File: src/rtl/rxq_pkg.sv
package rxq_pkg;

  typedef enum logic [1:0] {
    TRIG_ONE       = 2'd0,
    TRIG_QUARTER   = 2'd1,
    TRIG_HALF      = 2'd2,
    TRIG_NEAR_FULL = 2'd3
  } trig_sel_e;

  // Fill level that a trigger selector stands for, scaled to the depth.
  function automatic int unsigned trig_level(input logic [1:0] sel,
                                             input int unsigned depth);
    case (sel)
      TRIG_ONE:     return 1;
      TRIG_QUARTER: return depth / 4;
      TRIG_HALF:    return depth / 2;
      default:      return depth - 2;
    endcase
  endfunction

  // Circular pointer advance.
  function automatic int unsigned ptr_inc(input int unsigned p,
                                          input int unsigned depth);
    return (p + 1 == depth) ? 0 : p + 1;
  endfunction

endpackage

File: src/rtl/rxq_store.sv
module rxq_store #(
  parameter int DATA_W = 8,
  parameter int ERR_W  = 3,
  parameter int DEPTH  = 16,
  localparam int PTR_W = $clog2(DEPTH),
  localparam int CNT_W = PTR_W + 1,
  localparam int ENT_W = DATA_W + ERR_W
) (
  input  logic             clk,
  input  logic             rst_n,
  input  logic             wr_en,
  input  logic [ENT_W-1:0] wr_ent,
  input  logic             rd_en,
  output logic [ENT_W-1:0] rd_ent,
  output logic [CNT_W-1:0] count,
  output logic             overrun,
  output logic             pop
);
  import rxq_pkg::*;

  logic [ENT_W-1:0] mem [DEPTH];
  logic [PTR_W-1:0] wp, rp;
  logic empty, full, push, drop;

  assign empty = (count == '0);
  assign full  = (count == CNT_W'(DEPTH));
  assign pop   = rd_en && !empty;
  assign push  = wr_en && (!full || pop);
  assign drop  = wr_en && full && !pop;

  always_ff @(posedge clk) begin
    if (push) mem[wp] <= wr_ent;
  end

  always_ff @(posedge clk or negedge rst_n) begin
    if (!rst_n) begin
      wp      <= '0;
      rp      <= '0;
      count   <= '0;
      rd_ent  <= '0;
      overrun <= 1'b0;
    end else begin
      if (push) wp <= PTR_W'(ptr_inc(int'(wp), DEPTH));
      if (pop) begin
        rp     <= PTR_W'(ptr_inc(int'(rp), DEPTH));
        rd_ent <= mem[rp];
      end
      case ({push, pop})
        2'b10:   count <= count + 1'b1;
        2'b01:   count <= count - 1'b1;
        default: count <= count;
      endcase
      if (drop)       overrun <= 1'b1;
      else if (rd_en) overrun <= 1'b0;
    end
  end

  // a write with no room is lost and flagged
  p_drop_full_r3: assert property (@(posedge clk) disable iff (!rst_n)
    (wr_en && full && !rd_en) |=> (count == CNT_W'(DEPTH)) && overrun);

  // reading an empty FIFO changes nothing
  p_empty_read_r4: assert property (@(posedge clk) disable iff (!rst_n)
    (rd_en && empty && !wr_en) |=> $stable(rd_ent) && (count == '0));

  // paired read and write keep the level
  p_pair_count_r5: assert property (@(posedge clk) disable iff (!rst_n)
    (rd_en && wr_en && !empty) |=> $stable(count));

endmodule

File: src/rtl/rxq_rts.sv
module rxq_rts #(
  parameter int DEPTH  = 16,
  localparam int CNT_W = $clog2(DEPTH) + 1
) (
  input  logic             clk,
  input  logic             rst_n,
  input  logic [CNT_W-1:0] count,
  input  logic [1:0]       trig_sel,
  input  logic             first_bit,
  input  logic             pop,
  input  logic             afe,
  input  logic             rts_ctl,
  output logic             rts_n
);
  import rxq_pkg::*;

  logic [CNT_W-1:0] trig_cnt;
  logic near_full_mode, hold, catch_last;

  assign trig_cnt       = CNT_W'(trig_level(trig_sel, DEPTH));
  assign near_full_mode = (trig_sel == TRIG_NEAR_FULL);
  // first bit of the character that will take the last free slot
  assign catch_last     = first_bit && (count >= CNT_W'(DEPTH - 1)) && !pop;

  always_ff @(posedge clk or negedge rst_n) begin
    if (!rst_n) begin
      hold <= 1'b0;
    end else if (near_full_mode) begin
      if (pop)             hold <= 1'b0;
      else if (catch_last) hold <= 1'b1;
    end else begin
      if (count >= trig_cnt)  hold <= 1'b1;
      else if (count == '0)   hold <= 1'b0;
    end
  end

  assign rts_n = !(rts_ctl && !(afe && hold));

  // low triggers keep the request released until drained
  p_low_hold_r7: assert property (@(posedge clk) disable iff (!rst_n)
    (!near_full_mode && hold && count != '0) |=> hold);

  // near-full mode catches the last character and frees on a pop
  p_nf_catch_r8: assert property (@(posedge clk) disable iff (!rst_n)
    (near_full_mode && catch_last) |=> hold);
  p_nf_release_r8: assert property (@(posedge clk) disable iff (!rst_n)
    (near_full_mode && pop) |=> !hold);

  // with the control bit clear the request is never asserted
  p_noctl_r9: assert property (@(posedge clk) disable iff (!rst_n)
    !rts_ctl |-> rts_n);

endmodule

File: src/rtl/rxq_ready.sv
module rxq_ready #(
  parameter int DEPTH  = 16,
  localparam int CNT_W = $clog2(DEPTH) + 1
) (
  input  logic             clk,
  input  logic             rst_n,
  input  logic [CNT_W-1:0] count,
  input  logic [1:0]       trig_sel,
  input  logic             timeout,
  output logic             rxrdy_n
);
  import rxq_pkg::*;

  logic [CNT_W-1:0] trig_cnt;
  logic rdy;

  assign trig_cnt = CNT_W'(trig_level(trig_sel, DEPTH));

  always_ff @(posedge clk or negedge rst_n) begin
    if (!rst_n)                            rdy <= 1'b0;
    else if (count == '0)                  rdy <= 1'b0;
    else if (count >= trig_cnt || timeout) rdy <= 1'b1;
  end

  assign rxrdy_n = !rdy;

  // empty FIFO releases the ready line
  p_empty_idle_r10: assert property (@(posedge clk) disable iff (!rst_n)
    (count == '0) |=> rxrdy_n);
  // reaching the trigger level asserts the ready line
  p_trig_reach_r10: assert property (@(posedge clk) disable iff (!rst_n)
    (count >= trig_cnt) |=> !rxrdy_n);

endmodule

File: src/rtl/rx_fifo_flow.sv
module rx_fifo_flow #(
  parameter int DATA_W = 8,
  parameter int ERR_W  = 3,
  parameter int DEPTH  = 16,
  localparam int CNT_W = $clog2(DEPTH) + 1,
  localparam int ENT_W = DATA_W + ERR_W
) (
  input  logic              clk,
  input  logic              rst_n,
  input  logic              wr_en,
  input  logic [DATA_W-1:0] wr_data,
  input  logic [ERR_W-1:0]  wr_err,
  input  logic              first_bit,
  input  logic              rd_en,
  input  logic              timeout,
  input  logic [1:0]        trig_sel,
  input  logic              afe,
  input  logic              rts_ctl,
  output logic [DATA_W-1:0] rd_data,
  output logic [ERR_W-1:0]  rd_err,
  output logic [CNT_W-1:0]  count,
  output logic              overrun,
  output logic              rts_n,
  output logic              rxrdy_n
);

  logic [ENT_W-1:0] rd_ent;
  logic             pop;

  rxq_store #(.DATA_W(DATA_W), .ERR_W(ERR_W), .DEPTH(DEPTH)) u_store (
    .clk     (clk),
    .rst_n   (rst_n),
    .wr_en   (wr_en),
    .wr_ent  ({wr_err, wr_data}),
    .rd_en   (rd_en),
    .rd_ent  (rd_ent),
    .count   (count),
    .overrun (overrun),
    .pop     (pop)
  );

  assign {rd_err, rd_data} = rd_ent;

  rxq_rts #(.DEPTH(DEPTH)) u_rts (
    .clk       (clk),
    .rst_n     (rst_n),
    .count     (count),
    .trig_sel  (trig_sel),
    .first_bit (first_bit),
    .pop       (pop),
    .afe       (afe),
    .rts_ctl   (rts_ctl),
    .rts_n     (rts_n)
  );

  rxq_ready #(.DEPTH(DEPTH)) u_ready (
    .clk      (clk),
    .rst_n    (rst_n),
    .count    (count),
    .trig_sel (trig_sel),
    .timeout  (timeout),
    .rxrdy_n  (rxrdy_n)
  );

endmodule

File: config.mk
export PLATFORM = sky130hd
export DESIGN_NAME = rx_fifo_flow
export DESIGN_NICKNAME = d
export VERILOG_FILES = /design/src/rtl/rxq_pkg.sv /design/src/rtl/rxq_store.sv /design/src/rtl/rxq_rts.sv /design/src/rtl/rxq_ready.sv /design/src/rtl/rx_fifo_flow.sv
export SDC_FILE = /design/constraint.sdc
export NUM_CORES = 1
export LEC_CHECK = 0
export BUFFER_PORTS_ARGS = -buffer_cell sky130_fd_sc_hd__clkbuf_2
export CAP_MARGIN = 30
export CORE_MARGIN = 5
export CORE_UTILIZATION = 30
export CTS_BUF_LIST = sky130_fd_sc_hd__clkbuf_4
export DETAILED_ROUTE_END_ITERATION = 10
export SYNTH_ARGS = -nofsm -noshare
export SYNTH_HDL_FRONTEND = slang
export SYNTH_SLANG_ARGS = --single-unit
File: constraint.sdc
create_clock -name clk -period 3.9 [get_ports clk]
set_clock_uncertainty 0.15 [all_clocks]
set_input_delay 0.78 -clock clk [delete_from_list [all_inputs] [get_ports clk]]
set_output_delay 0.78 -clock clk [all_outputs]
set_load 0.02 [all_outputs]
* After elaboration in Yosys (flattened, before gate mapping)
Memories as Yosys holds them, arrays and structs flattened. A register that Yosys moved wholly into a read port is not among the register bits.
Index checks and enable logic that the tools add are counted.
** Word-level totals
- Input port bits :: 21
- RAM bits :: 176
- Bits in registers :: 16
- Memories :: 1
** Memory list
- u_store.mem :: words 16, width 11, read ports 1, clocked after memory_dff 1, wr ports 1, line rxq_store.sv:21 : logic [ENT_W-1:0] mem [DEPTH];
** Cells by class
- Add/sub/neg operators :: 4
- Reduce and logical (&&, ||, !) cells :: 24
- Order comparisons :: 2
- Multiplexer cells :: 15
- Equality and inequality tests :: 9
** Operators with widths (count)
- $eq 5x5->1 const B :: 3
- $pmux 4 s3 :: 1
- $mux 1 :: 11
- $add 4x1->5 const B :: 2
- $pmux 5 s2 :: 1
- $logic_and 1x1->1 :: 8
- $mux 4 :: 2
- $logic_not 1->1 :: 7
- $eq 2x2->1 const B :: 3
- $reduce_bool 2->1 :: 3
- $add 5x1->5 const B :: 1
- $ge 5x4->1 const B :: 1
- $ge 5x5->1 :: 1
- $logic_not 5->1 :: 1
- $sub 5x1->5 const B :: 1
- $eq 2x1->1 const B :: 2
- $ne 3x2->1 const B :: 1
- $reduce_bool 3->1 :: 1
- $logic_not 2->1 :: 1
- $logic_or 1x1->1 :: 2
- $reduce_and 2->1 :: 1

* Logic depth before layout (Yosys ltp)
- Word-level depth :: 8
- Gate-level depth with buffers :: 11
- Mapped depth without buffers :: 10

* By module
Synthesis repeated with hierarchy kept, for this count alone.
** Unflattened totals
- Cells, all modules :: 458
- Area, all modules :: 8400.6 um^2
** By module, submodules not included
- rxq_store :: cells an instance 415, times used 1, sequential area each 5910.7 um^2, area each 8067.7 um^2
- rxq_rts :: cells an instance 24, times used 1, sequential area each 25.0 um^2, area each 182.7 um^2
- rxq_ready :: cells an instance 19, times used 1, sequential area each 25.0 um^2, area each 150.1 um^2

* Least setup slack after synthesis
Ideal clock, no wire load.
- Path type :: input to register
- Start :: in rd_en
- End :: mem u_store.mem[0][0] (netlist name) (enable)
- Arrival time :: 2398 ps
- Setup slack :: 944 ps
- Cell stages on the path :: 3
- Library setup time :: 408 ps
- Cell sequence :: clkbuf_1 -> o21ai_0 -> nor4_1
** Between the ends
- Longest elaborated chain between the ends :: 5
** Ends and longest elaborated chain
- start: declaration :: line rx_fifo_flow.sv:14 : input logic rd_en,
- $logic_and 1x1->1 :: line rxq_store.sv:27 : assign pop = rd_en && !empty;
- $logic_or 1x1->1 :: line rxq_store.sv:28 : assign push = wr_en && (!full || pop);
- $logic_and 1x1->1 :: line rxq_store.sv:28
- $mux 1 :: line rxq_store.sv:32 : if (push) mem[wp] <= wr_ent;
- $mux 1 (implied by the code) :: line rxq_store.sv:32
- end: declaration :: line rxq_store.sv:21
Every way passes these cells.

* Worst setup path after layout
- Start :: reg u_store.count[1]
- End :: reg u_store.count[4]
** Between the ends
- Longest elaborated chain between the ends :: 7
- Elaborated cells between the ends (all ways) :: 13
** Ends and longest elaborated chain
- start: declaration :: line rxq_store.sv:15 : output logic [CNT_W-1:0] count,
- start signal: assignment :: line rxq_store.sv:49 : 2'b10: count <= count + 1'b1;
- start signal: assignment :: line rxq_store.sv:50 : 2'b01: count <= count - 1'b1;
- start signal: assignment :: line rxq_store.sv:51 : default: count <= count;
- $logic_not 5->1 :: line rxq_store.sv:25 : assign empty = (count == '0);
- $logic_not 1->1 :: line rxq_store.sv:27
- $logic_and 1x1->1 :: line rxq_store.sv:27
- $logic_or 1x1->1 :: line rxq_store.sv:28
- $logic_and 1x1->1 :: line rxq_store.sv:28
- $eq 2x1->1 or $eq 2x2->1 (tied branches) :: line rxq_store.sv:48 : case ({push, pop})
- $pmux 5 s2 or $reduce_bool 2->1 (tied branches)
Parallel ways exist; a longest one is shown, timed or not.
A chain may end at the register's enable or synchronous reset.

==> flow_summary.toml <==
[power]
p_int_mw = 4.62
p_clk_frac = 0.271
p_switching_mw = 2.19
ir_worst_vdd_mv = 0.305
p_leak_nw = 3.26
pwr-share-seq = 0.452
power.density_nw_per_um2 = 716
power_mw = 6.81
p_comb_frac = 0.277
switching_share = 0.322

[routing]
routedWlPerCell_um = 20.1
drt-total-wl_um = 18100
drc = 0
detail_route.first_pass.iterations = 5
drt_iter0_markers = 271
vias = 4398
antenna_left = 0
routed_via_density = 4.88

[synth]
synth-main-ff-cell = "edfxtp_1"
synth_most_common_cell = "edfxtp_1"
syn_inst = 433
synth.net_count = 464
avgSynthCellArea_um2 = 18.9
async_reset_ff_frac = 0.133
synth_area_leaders = "edfxtp_1 65%, mux4_2 12%, dfrtp_1 8.3%"
synth_edf_count = 176
ys_seq_area_frac = 0.729
ys_top_cells_by_count = "176 x edfxtp_1, 44 x mux4_2, 27 x dfrtp_1, 15 x nor2_1, 14 x a21oi_1"
post-synth-top-area-cell = "edfxtp_1"
yosysWarnings = 0
ys_ff_latch = 203
ys_types = 41
mappedNetlistArea_um2 = 8180
netlist.area_leader.share = 0.646

[placement]
placed_area_um2 = 8810
dp_hpwl_um = 11300
place_ws_ns = 1.07
place_congestion = 0.815
post-place-cells = 804
port_buffers = 39

[die]
num_rows = 60
io_pins = 40
core_um2 = 26900
dieArea_um2 = 30700
die_height_um = 175
die_w_um = 175
start_util = 0.304

[cts]
cts_root_buffer = "clkbuf_4"
ctsResizeCount = 0
postCtsSetupBuffers = 0
cts_tree = "yes"
cts_buffer_depth = 3
clk_latency_ns = 0.65
cts_sinks = 203
htreeDepth = 2
clk_pin_slew_ns = 0.06
postCtsHoldBufs = 0
cts_made_buffers = 51

[global_routing]
grt_use_met3 = 0.0318
met2_usage = 0.187
grt_antenna_before_repair = 2
grt_overflow_total = 0
grt_usage = 0.121
grt_pass1_wl_um = 28100
top_usage_layer = "met2"
grt_max_degree = 36
use_met1 = 0.168
grt_pass1_vias = 4677

[setup_path]
r2r_start = "u_store.count[1]"
crit_type = "reg2reg"
required_ns = 4.22
end_kind = "flop"
arrival_ns = 2.96
critPathLaunchType = "flop"
crit_path_max_fanout = 10
crit_start = "u_store.count[1]"

[flow_run]
max-cap-violations = 0

[finish]
area_growth_pct = 16.4
instances_no_fill = 901
final_util = 0.354
drive_above_1_share = 0.372
nFillCells = 2542
fin_area_um2 = 9510
nets = 548

[timing]
fin_ws_ns = 1.26
hold_viol = 0
fin_hold_ws_ns = 0.0801
max_clock_freq_ghz = 0.379
maxSlewViolCount = 0
grt_setup_unrepaired = "no"
post-route-min-period_ns = 2.64
fin_tns_setup_ns = 0
worstMarginPinSlew_ns = 0.910
setup-violations-final = 0
fin_crit_sh = 0.677
max_slew_margin = 0.393

[status]
status = "complete, no violations"

[worst_hold_path]
min_path_type = "in2async"
-- cell usage in the layout (no fill, tap or decap), drive strengths merged, types with 6 or more instances in the layout --
| cell type | n |
|---|---|
| nor2b | 11 |
| mux4 | 44 |
| a21oi | 14 |
| a211oi | 12 |
| nor4 | 6 |
| buf | 17 |
| xnor2 | 8 |
| inv | 12 |
| ha | 10 |
| dfrtp | 27 |
| clkinv | 12 |
| nor2 | 16 |
| o22ai | 12 |
| mux2 | 13 |
| nand2 | 12 |
| clkbuf | 120 |
| edfxtp | 176 |
-- cells by family after synthesis --
kind of cell             synth area share
buffers and inverters              0.0216
flip-flops                          0.729
AND/OR/NAND/NOR                    0.0424
XOR/XNOR                           0.0107
AO/OA/AOI/OAI                      0.0407
multiplexers                        0.140
adder cells (fa/ha/maj)            0.0153
-- routing by layer --
| layer | vias up | share of wire |
|---|---|---|
| met5 | - | 0 |
| met4 | 0 | 0.012 |
| met3 | 17 | 0.065 |
| met2 | 161 | 0.48 |
| met1 | 2272 | 0.45 |
| li1 | 1948 | - |
-- cell type report --
| type | count | area [um^2] | share of cell area |
|---|---|---|---|
| Clock buffer | 81 | 608 | 0.0639 |
| Multi-Input combinational cell | 194 | 2060 | 0.217 |
| Antenna cell | 1 | 2.50 | 0.000263 |
| Inverter | 11 | 41.3 | 0.00434 |
| Clock inverter | 14 | 83.8 | 0.00881 |
| Tap cell | 341 | 427 | 0.0448 |
| Timing Repair Buffer | 56 | 323 | 0.0339 |
| Sequential cell | 203 | 5960 | 0.627 |
-- critical path, cell delays in order, from the launching register on --
cell      delay [ns]
dfrtp_1         0.49
or4_4           0.62
nor2_2          0.23
nor2_1          0.10
xor2_1          0.15
ha_1            0.23
nor2_1          0.05
nand2_1         0.10
nor2_1          0.05
a311oi_1        0.27
a21oi_1         0.07
-- worst paths after layout --
kind / cells past startpoint / slack [ns] / endpoint
max: 10 / 1.26 / u_store.count[4]
min: 1 / 0.08 / u_store.rd_ent[9]
max reg2reg: 10 / 1.26 / u_store.count[4]
min reg2reg: 2 / 0.38 / u_ready.rdy
max in group asynchronous: 1 / 2.93 / u_store.rp[3]
min in group clk: 3 / 0.29 / u_ready.rdy
-- sequential cells by signal, summed over array words and instances (netlist names) --
name and count:
u_ready.rdy 1, u_rts.hold 1, u_store.count 5, u_store.mem 176, u_store.overrun 1, u_store.rd_ent 11, u_store.rp 4, u_store.wp 4
-- power by group through the flow --
stage | sequential, mW | combinational, mW | clock, mW
global placement | 3.10 | 1.87 | 0
detailed placement | 3.13 | 1.91 | 0
floorplan | 2.94 | 1.44 | 0
CTS | 3.09 | 1.92 | 1.91
global route | 3.13 | 2.05 | 2.05
finish | 3.08 | 1.89 | 1.84
(Power assumes the default switching activity.)
